File: src/rtl/sur_pkg.sv
package sur_pkg;

    typedef enum logic {
        TX_IDLE = 1'b0,
        TX_SEND = 1'b1
    } tx_state_e;

    // start + data + parity + stop
    function automatic int frame_len(input int data_w);
        return data_w + 3;
    endfunction

endpackage

File: src/rtl/sur_baud_gen.sv
module sur_baud_gen #(
    parameter int CLKS_PER_BIT = 5208
) (
    input  logic clk,
    input  logic rst,
    output logic tick
);
    localparam int CW = (CLKS_PER_BIT > 2) ? $clog2(CLKS_PER_BIT) : 1;
    localparam logic [CW-1:0] LAST = CW'(CLKS_PER_BIT - 1);

    logic [CW-1:0] cnt_q;

    always_ff @(posedge clk) begin
        if (rst) begin
            cnt_q <= '0;
        end else if (cnt_q == LAST) begin
            cnt_q <= '0;
        end else begin
            cnt_q <= cnt_q + 1'b1;
        end
    end

    assign tick = (cnt_q == LAST);

endmodule

File: src/rtl/sur_change_track.sv
module sur_change_track #(
    parameter int STATE_W = 5,
    parameter int DATA_W  = 8
) (
    input  logic               clk,
    input  logic               rst,
    input  logic               tick,
    input  logic               busy,
    input  logic [STATE_W-1:0] state_i,
    output logic [STATE_W-1:0] last_q,
    output logic               req,
    output logic [DATA_W-1:0]  payload
);
    localparam int PAD_W = DATA_W - STATE_W;

    always_ff @(posedge clk) begin
        if (rst) begin
            last_q <= '0;
        end else if (tick && !busy) begin
            last_q <= state_i;
        end
    end

    assign req     = (state_i != last_q);
    assign payload = {{PAD_W{1'b0}}, state_i};

endmodule

File: src/rtl/sur_tx_fsm.sv
module sur_tx_fsm
    import sur_pkg::*;
#(
    parameter int DATA_W = 8
) (
    input  logic              clk,
    input  logic              rst,
    input  logic              tick,
    input  logic              req,
    input  logic [DATA_W-1:0] payload,
    output logic              tx,
    output logic              busy
);
    localparam int FRAME_W = frame_len(DATA_W);
    localparam int BCW     = $clog2(FRAME_W);
    localparam logic [BCW-1:0] LAST_BIT = BCW'(FRAME_W - 1);

    tx_state_e     st_q, st_d;
    logic [FRAME_W-1:0] shreg_q;
    logic [BCW-1:0]     bitcnt_q;
    logic load, shift, done;

    assign done = (bitcnt_q == LAST_BIT);

    // state register
    always_ff @(posedge clk) begin
        if (rst) begin
            st_q <= TX_IDLE;
        end else begin
            st_q <= st_d;
        end
    end

    // next state and datapath controls
    always_comb begin
        st_d  = st_q;
        load  = 1'b0;
        shift = 1'b0;
        unique case (st_q)
            TX_IDLE: begin
                if (tick && req) begin
                    load = 1'b1;
                    st_d = TX_SEND;
                end
            end
            TX_SEND: begin
                if (tick) begin
                    if (done) begin
                        st_d = TX_IDLE;
                    end else begin
                        shift = 1'b1;
                    end
                end
            end
            default: st_d = TX_IDLE;
        endcase
    end

    // frame shifter and bit counter
    always_ff @(posedge clk) begin
        if (rst) begin
            shreg_q  <= '1;
            bitcnt_q <= '0;
        end else if (load) begin
            shreg_q  <= {1'b1, ^payload, payload, 1'b0};
            bitcnt_q <= '0;
        end else if (shift) begin
            shreg_q  <= {1'b1, shreg_q[FRAME_W-1:1]};
            bitcnt_q <= bitcnt_q + 1'b1;
        end else if (st_q == TX_SEND && tick && done) begin
            bitcnt_q <= '0;
        end
    end

    // outputs
    always_comb begin
        unique case (st_q)
            TX_SEND: begin
                tx   = shreg_q[0];
                busy = 1'b1;
            end
            default: begin
                tx   = 1'b1;
                busy = 1'b0;
            end
        endcase
    end

endmodule

File: src/rtl/state_uart_reporter.sv
module state_uart_reporter #(
    parameter int CLKS_PER_BIT = 5208,
    parameter int STATE_W      = 5,
    parameter int DATA_W       = 8
) (
    input  logic               clk,
    input  logic               rst,
    input  logic [STATE_W-1:0] state_i,
    output logic               tx_o,
    output logic               busy_o
);
    logic               baud_tick;
    logic               send_req;
    logic [STATE_W-1:0] last_rep;
    logic [DATA_W-1:0]  tx_byte;

    sur_baud_gen #(
        .CLKS_PER_BIT(CLKS_PER_BIT)
    ) u_baud (
        .clk (clk),
        .rst (rst),
        .tick(baud_tick)
    );

    sur_change_track #(
        .STATE_W(STATE_W),
        .DATA_W (DATA_W)
    ) u_track (
        .clk    (clk),
        .rst    (rst),
        .tick   (baud_tick),
        .busy   (busy_o),
        .state_i(state_i),
        .last_q (last_rep),
        .req    (send_req),
        .payload(tx_byte)
    );

    sur_tx_fsm #(
        .DATA_W(DATA_W)
    ) u_tx (
        .clk    (clk),
        .rst    (rst),
        .tick   (baud_tick),
        .req    (send_req),
        .payload(tx_byte),
        .tx     (tx_o),
        .busy   (busy_o)
    );

endmodule

File: config.mk
export PLATFORM = sky130hd
export DESIGN_NAME = state_uart_reporter
export DESIGN_NICKNAME = d
export VERILOG_FILES = /design/src/rtl/sur_pkg.sv /design/src/rtl/sur_baud_gen.sv /design/src/rtl/sur_change_track.sv /design/src/rtl/sur_tx_fsm.sv /design/src/rtl/state_uart_reporter.sv
export SDC_FILE = /design/constraint.sdc
export NUM_CORES = 1
export LEC_CHECK = 0
export ABC_CLOCK_PERIOD_IN_PS = 2000
export BUFFER_PORTS_ARGS = -buffer_cell sky130_fd_sc_hd__buf_2
export CELL_PAD_IN_SITES_DETAIL_PLACEMENT = 1
export CELL_PAD_IN_SITES_GLOBAL_PLACEMENT = 2
export CORE_ASPECT_RATIO = 1.2
export CORE_MARGIN = 5
export CORE_UTILIZATION = 30
export CTS_BUF_LIST = sky130_fd_sc_hd__clkbuf_4
export CTS_CLUSTER_SIZE = 24
export DETAILED_ROUTE_END_ITERATION = 10
export PLACE_DENSITY = 0.63
export SLEW_MARGIN = 0
export SYNTH_ARGS = -nofsm -noshare
export SYNTH_HDL_FRONTEND = slang
export SYNTH_SLANG_ARGS = --single-unit
export TNS_END_PERCENT = 10
File: constraint.sdc
create_clock -name clk -period 2 [get_ports clk]
set_input_delay 0 -clock clk [delete_from_list [all_inputs] [get_ports clk]]
set_output_delay 0 -clock clk [all_outputs]
set_load 0.05 [all_outputs]
==> results.json <==
{
  "outcome": "complete, no violations",
  "final_cell_area_sq_um": 1870,
  "final_cells": 254,
  "rr_endpoint": "u_tx.bitcnt_q[1]",
  "final-seq-area_sq_um": 661,
  "fin_util_pct": 37.6,
  "slew_headroom_pct": 76.2,
  "syn_area_sq_um": 1560,
  "die_x_um": 75.7,
  "holdWs_ps": 34.8,
  "final-hold-violation-count": 0,
  "setup_slack_ps": 112,
  "worst_pin_slew_ps": 357,
  "r2r_start": "u_baud.cnt_q[7]",
  "grt_usage_pct": 11.8,
  "die-area_sq_um": 6730,
  "port_buffers": 8,
  "r2r_slack_ps": 110,
  "antennaDiodeCount": 0,
  "io_pins": 9,
  "netlist-cell-type-count": 34,
  "avgSynthCellArea_sq_um": 9.37,
  "layout-drive-gt1-share_pct": 20.6,
  "dp_worst_setup_slack_ps": 23.1,
  "root_buffer": "clkbuf_4",
  "max_cap_violations": 0,
  "rows": 28,
  "criticalPathCategory": "flop to flop",
  "fin_worst_skew_ps": 10.2,
  "dp_hpwl_mm": 2.60,
  "numCtsBuffers": 5,
  "grt.overflow.total": 0,
  "p_total_mw": 1.24,
  "highest_layer": "met4",
  "rsz0062_at_grt": "yes",
  "worstPathCellList": "or4b_4, nor4_4, buf_4, nand2_2, or3_1, a21oi_1",
  "worst_ir_drop_vdd_mv": 0.287,
  "hold_depth": 2,
  "powerDensity_nw_per_um2": 665,
  "routedWlPerCell_um": 13.2,
  "ys_ff_latch": 33,
  "yosysSeqAreaShare_pct": 42.5,
  "max_freq_ghz": 0.530,
  "coreArea_sq_um": 4970,
  "m1WireLength_mm": 1.45,
  "crit_required_ps": 2270,
  "antenna_found_initial": 0,
  "min_from": "rst",
  "min_period_ps": 1890,
  "cts_setup_buffers": 0,
  "reg2reg_depth": 6,
  "grt_max_degree": 21,
  "dpl_cell_area_sq_um": 1720,
  "crit_slowest_cell": "or4b_4",
  "h-tree-depth": 2,
  "cp.arrival_ps": 2160,
  "cts.path.max_buffers": 2,
  "drc": 0,
  "setup_tns_ps": 0,
  "met3_length_um": 74,
  "fin_crit_sh_pct": 94.4,
  "wl_met2_mm": 1.80,
  "fillers": 612,
  "cpLargestDelayFamily": "simple AND/OR/NAND/NOR gates",
  "grt_first_pass_wirelength_mm": 6.07,
  "syn2layout_area_growth_pct": 20.1,
  "hold_end": "u_baud.cnt_q[2]",
  "finalMaxSlewViolations": 0,
  "synth_nets": 176,
  "via_per_inst": 4.75,
  "dp.cells": 241,
  "nNetsFinal": 203,
  "endpoint_kind": "flop",
  "syn_inst": 166,
  "startpoint_type": "flop",
  "leakage_nw": 0.739,
  "vias": 1207,
  "dieHeight_um": 88.9,
  "first_iter_violations": 21,
  "clock_latency_ps": 330,
  "grt_pass1_vias": 1328,
  "cts_num_sinks": 33,
  "worst-path-max-fanout": 6,
  "totalWireLength_mm": 3.35,
  "initial_core_util_pct": 31.3,
  "gp_congestion": 0.746,
  "hp-class": "input port to flop",
  "path_clk_slew_ps": 110,
  "multiInputGateArea_sq_um": 846,
  "cts_tree": "built",
  "antenna_left": 0,
  "max_stage_delay_ps": 570,
  "dr.pass1.iters": 4,
  "crit_buf_inv": 1,
  "setup_viol": 0,
  "synth_warnings": 0
}
==> cells in the final DEF (no fill, tap or decap), types with 5 or more instances in the layout <==
cell           count
dfxtp_1           33
nor2_1            29
buf_4             13
mux2i_1           12
xnor2_1           10
xor2_1            10
nand2_1            8
buf_2              8
nand3_1            6
a21oi_1            6
o21ai_0            5
clkbuf_4           5
dlygate4sd3_1      5
==> worst reg2reg max path, delay by kind of cell (launching register included) <==
family          cells  cell delay (ps)
compound gates      1              150
buf+inv             1              180
flops               1              330
simple gates        4             1180
==> logic make-up (layout without fill, tap and decap cells) <==
group | after synthesis | after routing | share of synthesized area (%)
and+or+nand+nor | 67 | 67 | 23.3
DFF | 33 | 33 | 42.5
AOI/OAI and AO/OA | 21 | 21 | 8.77
xor gates and xnor gates | 20 | 20 | 11.3
muxes | 12 | 12 | 7.72
buffers and inverters | 10 | 38 | 4.02
adders and majority gates | 3 | 3 | 2.41
==> power by group <==
part / internal [mW] / leakage [nW] / switching, mW
clock network: 0.265 / 0.0414 / 0.242
registers: 0.662 / 0.267 / 0.00292
logic: 0.0333 / 0.431 / 0.0371
==> routing by layer <==
metal  vias to the layer above  track usage [%]
li1                        614                -
met1                       584             13.2
met2                         7             21.1
met3                         2             3.75
met4                         0             3.82
met5                         -                0
==> synthesized netlist by cell type <==
master	number	area, sq um
nand4_1	1	6.26
and2_1	1	6.26
a21oi_1	6	30.0
nand2_1	8	30.0
o21bai_1	2	15.0
inv_1	4	15.0
a21o_1	1	7.51
nand3_1	7	35.0
buf_2	1	5.00
xor2_1	10	87.6
ha_1	3	37.5
nand3b_1	1	7.51
nor4_4	2	42.5
o311a_2	1	11.3
buf_4	2	15.0
nand2_2	1	6.26
nor2b_1	2	12.5
xnor2_1	10	87.6
nand2b_1	4	25.0
o21ai_0	5	25.0
buf_12	1	20.0
dfxtp_1	33	661
or2_2	2	12.5
nor2_1	29	109
a41oi_1	1	8.76
a22oi_1	4	30.0
or4b_4	1	13.8
a221oi_1	1	8.76
or3b_2	1	8.76
or3_1	3	18.8
and3_1	3	18.8
clkbuf_1	2	7.51
and2b_4	1	10.0
mux2i_1	12	120
==> flip-flops by register name, summed over array words and instances, names as in the netlist <==
| name | count |
|---|---|
| u_baud.cnt_q | 13 |
| u_tx.shreg_q | 10 |
| u_track.last_q | 5 |
| u_tx.bitcnt_q | 4 |
| u_tx.st_q | 1 |
==> worst max-delay path by stage <==
| stage | startpoint | endpoint | slack (ps) | cells after the start |
|---|---|---|---|---|
| floorplan | u_baud.cnt_q[7] | u_tx.shreg_q[1] | 90 | 6 |
| global placement | u_baud.cnt_q[7] | u_tx.shreg_q[1] | 60 | 5 |
| detailed placement | u_baud.cnt_q[7] | u_tx.bitcnt_q[3] | 20 | 6 |
| CTS | u_baud.cnt_q[0] | u_tx.bitcnt_q[1] | 20 | 7 |
| global route | u_baud.cnt_q[0] | u_tx.bitcnt_q[1] | -30 | 7 |
| finish | u_baud.cnt_q[7] | u_tx.bitcnt_q[1] | 110 | 6 |
==> area by class of cell <==
| type | instances | share of cell area, % |
|---|---|---|
| well taps | 60 | 4.02 |
| flip-flops and latches | 33 | 35.4 |
| multi-input cells | 123 | 45.3 |
| inverters | 4 | 0.804 |
| clock buffers | 5 | 2.01 |
| repair buffers | 26 | 10.0 |
| clock inverters | 3 | 2.48 |
==> timing repair <==
item,CTS,global route
setup endpoints to repair,3,15
hold buffers,5,0
endpoints found under the hold margin,6,0
pin swaps,1,1
resized for setup,0,3
(Power assumes the default switching activity.)
